==> src/rtl/wa_pkg.sv <==
package wa_pkg;
    typedef enum logic {
        MODE_HUNT = 1'b0,
        MODE_SLIP = 1'b1
    } wa_mode_e;
endpackage

==> src/rtl/wa_window_mux.sv <==
module wa_window_mux #(
    parameter int W     = 10,
    parameter int OFF_W = $clog2(W)
) (
    input  logic [2*W-1:0]   win,
    input  logic [OFF_W-1:0] sel,
    output logic [W-1:0]     word
);
    logic [W-1:0] taps [W];

    for (genvar k = 0; k < W; k++) begin : g_tap
        assign taps[k] = win[k +: W];
    end

    always_comb begin
        word = taps[0];
        for (int k = 0; k < W; k++) begin
            if (32'(sel) == k) word = taps[k];
        end
    end
endmodule

==> src/rtl/wa_pattern_finder.sv <==
module wa_pattern_finder #(
    parameter int W     = 10,
    parameter int P     = 10,
    parameter int OFF_W = $clog2(W)
) (
    input  logic [2*W-1:0]   win,
    input  logic [P-1:0]     pattern,
    output logic             hit,
    output logic [OFF_W-1:0] idx
);
    logic [W-1:0] match;

    for (genvar k = 0; k < W; k++) begin : g_cmp
        assign match[k] = (win[k +: P] == pattern);
    end

    always_comb begin
        idx = '0;
        for (int k = W - 1; k >= 0; k--) begin
            if (match[k]) idx = OFF_W'(k);
        end
    end

    assign hit = |match;
endmodule

==> src/rtl/wa_run_monitor.sv <==
module wa_run_monitor #(
    parameter int W    = 10,
    parameter int CW   = 10
) (
    input  logic [W-1:0]  bits,
    input  logic          last_in,
    input  logic [CW-1:0] cnt_in,
    input  logic [CW-1:0] limit,
    output logic          last_out,
    output logic [CW-1:0] cnt_out,
    output logic          over
);
    always_comb begin
        last_out = last_in;
        cnt_out  = cnt_in;
        over     = 1'b0;
        for (int i = 0; i < W; i++) begin
            if (bits[i] == last_out) begin
                if (cnt_out != '1) cnt_out = cnt_out + 1'b1;
            end else begin
                cnt_out = CW'(1);
            end
            last_out = bits[i];
            if (cnt_out > limit) over = 1'b1;
        end
    end
endmodule

==> src/rtl/word_aligner.sv <==
module word_aligner
    import wa_pkg::*;
#(
    parameter int W      = 10,
    parameter int P      = 10,
    parameter int RL_MAX = 640,
    localparam int OFF_W = $clog2(W),
    localparam int CW    = $clog2(RL_MAX + 1)
) (
    input  logic          clk,
    input  logic          rst_n,
    input  logic [W-1:0]  din,
    input  logic          mode,
    input  logic          search_en,
    input  logic [P-1:0]  pattern,
    input  logic          slip,
    input  logic          rl_en,
    input  logic [CW-1:0] rl_limit,
    input  logic          rl_clear,
    output logic [W-1:0]  dout,
    output logic          pat_det,
    output logic          aligned,
    output logic          rl_viol
);
    typedef struct packed {
        logic [W-1:0]     prev;
        logic [OFF_W-1:0] off;
        logic             locked;
        logic             slip_q;
        logic [W-1:0]     dout;
        logic             pat;
        logic             last;
        logic [CW-1:0]    cnt;
        logic             viol;
    } st_t;

    st_t st_q, st_d;

    logic [2*W-1:0]   win;
    logic             hit;
    logic [OFF_W-1:0] hit_idx;
    logic [OFF_W-1:0] sel_d;
    logic             lock_d;
    logic [W-1:0]     word_d;
    logic             rl_last_d;
    logic [CW-1:0]    rl_cnt_d;
    logic             rl_over;
    wa_mode_e         mode_e;

    assign win    = {din, st_q.prev};
    assign mode_e = wa_mode_e'(mode);

    wa_pattern_finder #(.W(W), .P(P), .OFF_W(OFF_W)) u_find (
        .win     (win),
        .pattern (pattern),
        .hit     (hit),
        .idx     (hit_idx)
    );

    always_comb begin
        sel_d  = st_q.off;
        lock_d = st_q.locked;
        if (mode_e == MODE_SLIP) begin
            lock_d = 1'b0;
            if (slip && !st_q.slip_q) begin
                sel_d = (32'(st_q.off) == W - 1) ? '0 : st_q.off + OFF_W'(1);
            end
        end else if (!search_en) begin
            lock_d = 1'b0;
        end else if (!st_q.locked && hit) begin
            sel_d  = hit_idx;
            lock_d = 1'b1;
        end
    end

    wa_window_mux #(.W(W), .OFF_W(OFF_W)) u_mux (
        .win  (win),
        .sel  (sel_d),
        .word (word_d)
    );

    wa_run_monitor #(.W(W), .CW(CW)) u_run (
        .bits     (din),
        .last_in  (st_q.last),
        .cnt_in   (st_q.cnt),
        .limit    (rl_limit),
        .last_out (rl_last_d),
        .cnt_out  (rl_cnt_d),
        .over     (rl_over)
    );

    always_comb begin
        st_d        = st_q;
        st_d.prev   = din;
        st_d.slip_q = slip;
        st_d.off    = sel_d;
        st_d.locked = lock_d;
        st_d.dout   = word_d;
        st_d.pat    = (word_d[P-1:0] == pattern);
        st_d.last   = rl_last_d;
        st_d.cnt    = rl_cnt_d;
        st_d.viol   = (st_q.viol & ~rl_clear) | (rl_en & rl_over);
    end

    always_ff @(posedge clk) begin
        if (!rst_n) st_q <= '0;
        else        st_q <= st_d;
    end

    assign dout    = st_q.dout;
    assign pat_det = st_q.pat;
    assign aligned = st_q.locked;
    assign rl_viol = st_q.viol;
endmodule

==> config.mk <==
export PLATFORM = sky130hd
export DESIGN_NAME = word_aligner
export DESIGN_NICKNAME = d
export VERILOG_FILES = /design/src/rtl/wa_pkg.sv /design/src/rtl/wa_window_mux.sv /design/src/rtl/wa_pattern_finder.sv /design/src/rtl/wa_run_monitor.sv /design/src/rtl/word_aligner.sv
export SDC_FILE = /design/constraint.sdc
export NUM_CORES = 1
export LEC_CHECK = 0
export BUFFER_PORTS_ARGS = -buffer_cell sky130_fd_sc_hd__buf_4
export CAP_MARGIN = 30
export CORE_ASPECT_RATIO = 0.8
export CORE_MARGIN = 2
export CORE_UTILIZATION = 45
export DETAILED_ROUTE_END_ITERATION = 16
export GPL_ROUTABILITY_DRIVEN = 0
export GPL_TIMING_DRIVEN = 0
export PLACE_DENSITY = 0.65
export SYNTH_ARGS = -nofsm -noshare
export SYNTH_HDL_FRONTEND = slang
export SYNTH_SLANG_ARGS = --single-unit
==> constraint.sdc <==
create_clock -name clk -period 18.2 [get_ports clk]
set_clock_uncertainty 0.15 [all_clocks]
set_input_delay 0.91 -clock clk [delete_from_list [all_inputs] [get_ports clk]]
set_output_delay 0.91 -clock clk [all_outputs]
set_load 0.02 [all_outputs]
; Word level (Yosys, flattened, before mapping)
; Cells that the tools add are included.
[totals]
register_bits = 39
latch_bits = 0
mem_bits_rw = 0
rom_bits = 0
inputBits = 37
output_inout_bits = 13
word_cells = 137
mem_count = 0
[classes]
add_sub_neg = 11
multipliers = 0
n_div = 0
n_lt_le_gt_ge = 10
n_eq_ne = 41
shift = 0
mux = 54
bitwise_logic = 6
reduce_logical = 6
[op_table]
columns = operator, count
row1 = $mux 10, 29
row2 = $eq 10x10->1, 11
row3 = $add 10x1->10 const B, 10
row4 = $gt 10x10->1, 10
row5 = $ne 10x10->1 const B, 10
row6 = $mux 4, 15
row7 = $eq 4x3->1 const B, 4
row8 = $eq 4x4->1 const B, 3
row9 = $eq 1x1->1, 10
row10 = $mux 1, 10
row11 = $reduce_or 10->1, 1
row12 = $eq 4x2->1 const B, 2
row13 = $add 4x1->4 const B, 1
row14 = $eq 4x1->1 const B, 1
row15 = $not 1->1, 3
row16 = $reduce_or 3->1, 1
row17 = $and 1x1->1, 2
row18 = $logic_and 1x1->1, 2
row19 = $logic_not 1->1, 2
row20 = $or 1x1->1, 1

; Depth between registers and ports, before layout
[logic_depth]
word_depth = 34
depth_mapped = 100
depth_no_buf = 86

; Cells and area by module
; Synthesis repeated with hierarchy kept, for this count alone.
[hier_totals]
cells_unflattened = 1385
hier_area_um2 = 10376.2
[modules_own_cells]
columns = module, n_inst, cells_per_inst, area_per_inst_um2, seq_area_each_um2
row1 = wa_run_monitor, 1, 873, 6125.9, 0.0
row2 = word_aligner, 1, 138, 1463.9, 780.7
row3 = wa_window_mux, 1, 204, 1423.9, 0.0
row4 = wa_pattern_finder, 1, 170, 1362.6, 0.0

; Worst setup path before layout
; Ideal clock, no wire load.
[synth_path]
kind = input to register
from = in din[0]
to = reg st_q (netlist bit rl_viol)
setup_ps = 120
arrival_ps = 17339
t_required_ps = 17930
slack_ps = 591
cell_stages = 95
path_buffers = 14
cell_sequence = clkbuf_1 -> xor2_1 -> clkbuf_1 -> a21oi_1 -> inv_1 -> ha_1 -> o21ai_0 -> or3_1 -> clkbuf_1 -> nor3_1 -> mux2i_1 -> nor2_1 -> ha_1 -> clkbuf_1 -> nand3_1 -> nor3_1 -> nand3_1 -> a21oi_1 -> [... 59 more ...] -> a21oi_1 -> nor2b_1 -> o21ai_0 -> nand2b_1 -> a21oi_1 -> nor2b_1 -> o21ai_0 -> nand2b_1 -> a21oi_1 -> o21ai_0 -> a211oi_1 -> o21ai_0 -> a2111oi_0 -> nand4_1 -> a211oi_1 -> nand3_1 -> a211oi_1 -> nor2_1
[synth_via]
elab_chain_len = 33
elab_cells_between_ends = 61
classes_between = add/sub: 9 / order compare: 10 / eq/ne: 11 / mux: 29 / bitwise: 2
[synth_lines]
columns = element, line_no
row1 = from (decl), word_aligner.sv:12  ; input logic [W-1:0] din,
row2 = $eq 1x1->1, wa_run_monitor.sv:18  ; if (bits[i] == last_out) begin
row3 = $mux 10, wa_run_monitor.sv:18
row4 = $add 10x1->10 or $ne 10x10->1 (tied branches), wa_run_monitor.sv:19  ; if (cnt_out != '1) cnt_out = cnt_out + 1'b1;
row5 = $mux 10, wa_run_monitor.sv:19
row6 = $mux 10 (*), wa_run_monitor.sv:18
row7 = $add 10x1->10 or $ne 10x10->1 (tied branches), wa_run_monitor.sv:19
row8 = $mux 10 (*), wa_run_monitor.sv:19
row9 = $mux 10 (*), wa_run_monitor.sv:18
row10 = [... 18 more ...], --
row11 = $add 10x1->10 or $ne 10x10->1 (tied branches), wa_run_monitor.sv:19
row12 = $mux 10 (*), wa_run_monitor.sv:19
row13 = $mux 10 (*), wa_run_monitor.sv:18
row14 = net rl_cnt_d[1], word_aligner.sv:46  ; logic [CW-1:0] rl_cnt_d;
row15 = $gt 10x10->1 (*), wa_run_monitor.sv:24  ; if (cnt_out > limit) over = 1'b1;
row16 = $mux 1 (*), wa_run_monitor.sv:24
row17 = $and 1x1->1 (*), word_aligner.sv:102  ; st_d.viol = (st_q.viol & ~rl_clear) | (rl_en & rl_over);
row18 = $or 1x1->1 (*), word_aligner.sv:102
row19 = to (signal assigned), word_aligner.sv:107  ; else st_q <= st_d;
row20 = to (decl), word_aligner.sv:37  ; st_t st_q, st_d;
; The timed path passes the listed nets; every way through them passes the cells marked *.
; A chain may end at the register's enable or synchronous reset.

; Final worst setup path
[layout_path]
from = reg st_q[8] (netlist name)
to = reg st_q (netlist bit rl_viol)
[layout_via]
elab_chain_len = 34
elab_cells_between_ends = 62
classes_between = add/sub: 10 / order compare: 10 / eq/ne: 10 / mux: 30 / bitwise: 2
[layout_lines]
columns = element, line_no
row1 = $add 10x1->10 or $ne 10x10->1 (tied branches), wa_run_monitor.sv:19
row2 = $mux 10 (*), wa_run_monitor.sv:19
row3 = $mux 10 (*), wa_run_monitor.sv:18
row4 = $add 10x1->10 or $ne 10x10->1 (tied branches), wa_run_monitor.sv:19
row5 = $mux 10 (*), wa_run_monitor.sv:19
row6 = $mux 10 (*), wa_run_monitor.sv:18
row7 = $add 10x1->10 or $ne 10x10->1 (tied branches), wa_run_monitor.sv:19
row8 = $mux 10 (*), wa_run_monitor.sv:19
row9 = [... 19 more ...], --
row10 = $add 10x1->10 or $ne 10x10->1 (tied branches), wa_run_monitor.sv:19
row11 = $mux 10 (*), wa_run_monitor.sv:19
row12 = $mux 10 (*), wa_run_monitor.sv:18
row13 = net rl_cnt_d[1], word_aligner.sv:46
row14 = $gt 10x10->1 (*), wa_run_monitor.sv:24
row15 = $mux 1 (*), wa_run_monitor.sv:24
row16 = $and 1x1->1 (*), word_aligner.sv:102
row17 = $or 1x1->1 (*), word_aligner.sv:102
; Marks and branches as above.

==> flow_summary.toml <==
[status]
status = "finished, final reports clean"

[layout]
seq_area_um2 = 763
n_antenna_cell = 0
stdcell_area_um2 = 12000
area_growth_syn_to_layout_pct = 14.1
drive_above_1_share = 0.149
multiInputGateArea_um2 = 9460
nNetsFinal = 1677
layout_common_cells = "nand2_1 (108), nor2_1 (105), a21oi_1 (94), ha_1 (85), buf_4 (80)"
layoutNonFillerInstCount = 1854
fillers = 2247
final_common_cell = "nand2_1"

[yosys]
synth_compound_area_frac = 0.294
seq_area_frac_synth = 0.0725
async_reset_ff_frac = 0
synthMuxAreaShare = 0.0468
avgSynthCellArea_um2 = 7.09
synth_flop_cell = "dfxtp_1"
synth_cell_types = 103
synth_edf_count = 0
netlist_instances = 1479
synth_xor_area_frac = 0.127
synth_top_area_share = 0.111
synthAdderAreaFrac = 0.118
synth_top_family_by_area = "compound AO/OA/AOI/OAI gates"
yosys_warnings = 0
synth_top_cell_by_area = "ha_1"
ys_seq_elements = 38
synthTopCellsByArea = "ha_1 (11%), dfxtp_1 (7.3%), xnor2_1 (6.6%)"
syn-num-nets = 1609
syn_area_um2 = 10500
synthSimpleGateAreaFrac = 0.281

[clocking]
clock_path_buffers = 2
h-tree-depth = 2
insertion_delay_ps = 290
cts_tree = "yes"
clkSinkCount = 38
cts_buffers = 5
cts_hold_buf = 0
clk_pin_slew_ps = 60
ctsRootBufferMaster = "clkbuf_16"

[setup_path]
path_class = "reg -> reg"
arrival_ps = 17360
start_kind = "flip-flop"
cpMaxStageDelayCell = "or4b_1"
cpPeakStageDelay_ps = 500
crit_required_ps = 18220
path_max_fanout = 10
end_kind = "flip-flop"

[placed_design]
place_inst = 1828
hpwlAfterDp_mm = 28.5
post-place-ws_ps = -4200
numPortBuffers = 43
place_area_um2 = 11200

[timing]
tns_ps = 0
fmax_mhz = 57.7
postLayoutSetupSlackWorst_ps = 855
hold_violations = 0
fin_crit_ps = 17340
worst_pin_slew_ps = 1080
min_period_over_period = 0.953
setup_viol = 0
slew-limit-headroom = 0.278
slew_violations = 0

[route]
vias = 12066
wire_per_inst_um = 20.2
firstDrtPassIters = 6
drtIter0Drc = 1599
drc = 0
wirelength_mm = 37.4
vias_per_cell = 6.51
drtAntennaViolNets = 0

[floorplanning]
dieArea_um2 = 24600
num_io_pins = 50
chipWidth_um = 175
start_util = 0.462
coreArea_um2 = 22700
rows = 49
die_y_um = 141

[worst_hold_path]
hold_class = "reg -> reg"

[grt]
antenna_found_initial = 0
grt_pass1_vias = 10466
grt-ovfl-total = 0
grt_pass1_wl_mm = 58.0
grtUsageTotal = 0.290
grt_start_max_net_pins = 13

[power]
vdd_drop_max_v = 0.0000416
cellPowerDensity_nw_per_um2 = 40.3
leakage_nw = 4.92
p_total_mw = 0.483

[flow_run]
drv_cap = 0
## sequential cells by signal (all words and copies together), names as in the netlist
signal,count
dout,10
aligned,1
rl_viol,1
st_q,25
pat_det,1
## worst max-delay path: cells and delay by family, from the launching register on
| family | cells | cell delay, ps |
|---|---|---|
| and+or+nand+nor | 40 | 6980 |
| AOI/OAI and AO/OA | 22 | 4530 |
| buffers and inverters | 15 | 2430 |
| adders and majority gates | 8 | 1830 |
| xor gates and xnor gates | 4 | 570 |
| DFF | 1 | 410 |
| muxes | 1 | 270 |
## metrics by stage
step | util | hold WS (ps)
after floorplan | - | 397
after global placement | 0.493 | 322
after detailed placement | 0.493 | 327
after CTS | 0.515 | 337
after global routing | 0.528 | 361
final | 0.528 | 332
## path summary, 6_finish.rpt
path         startpoint  endpoint  slack, ps  cells past startpoint
max reg2reg     st_q[8]   rl_viol        860                     90
min             aligned   aligned        330                      2
max             st_q[8]   rl_viol        860                     90
min reg2reg     aligned   aligned        330                      2
## logic make-up after synthesis
logic type                 Yosys count
and+or+nand+nor                    556
AOI/OAI and AO/OA                  440
xor gates and xnor gates           151
buffers and inverters              145
adders and majority gates          100
muxes                               49
DFF                                 38
## power breakdown
group	switching (mW)	internal (mW)
clock network	0.0371	0.0824
logic	0.167	0.105
registers	0.00279	0.0879
total	0.207	0.275
## repair_timing
action | 4_1_cts | 5_1_grt
pin swaps | 15 | 13
setup endpoints to repair | 11 | 1
gates resized for setup | 62 | 45
setup buffers | 9 | 16
cloned | 0 | 1
## synthesized netlist by cell type (32+ instances only)
cell type  number
a21o_1         33
a21oi_1        98
and2_1         32
clkbuf_1       58
dfxtp_1        38
ha_1           93
inv_1          38
mux2i_1        49
nand2_1       112
nand3_1        34
nand4_1        58
nor2_1        113
nor3_1         46
o21ai_0        79
xnor2_1        79
xor2_1         71
## layer usage
layer	track usage	vias up	share of wire
met2	0.415	654	0.40
met5	0	-	0
met4	0.0421	0	0.011
met3	0.0421	44	0.10
li1	-	5667	-
met1	0.457	5701	0.49
## final cells by class
cell class | instances | area share
Multi-Input combinational cell | 1297 | 0.791
Sequential cell | 38 | 0.0638
Timing Repair Buffer | 68 | 0.0427
Buffer | 94 | 0.0410
Tap cell | 306 | 0.0320
Inverter | 43 | 0.0135
Clock buffer | 6 | 0.0116
Clock inverter | 2 | 0.00502
(Power assumes the default switching activity.)
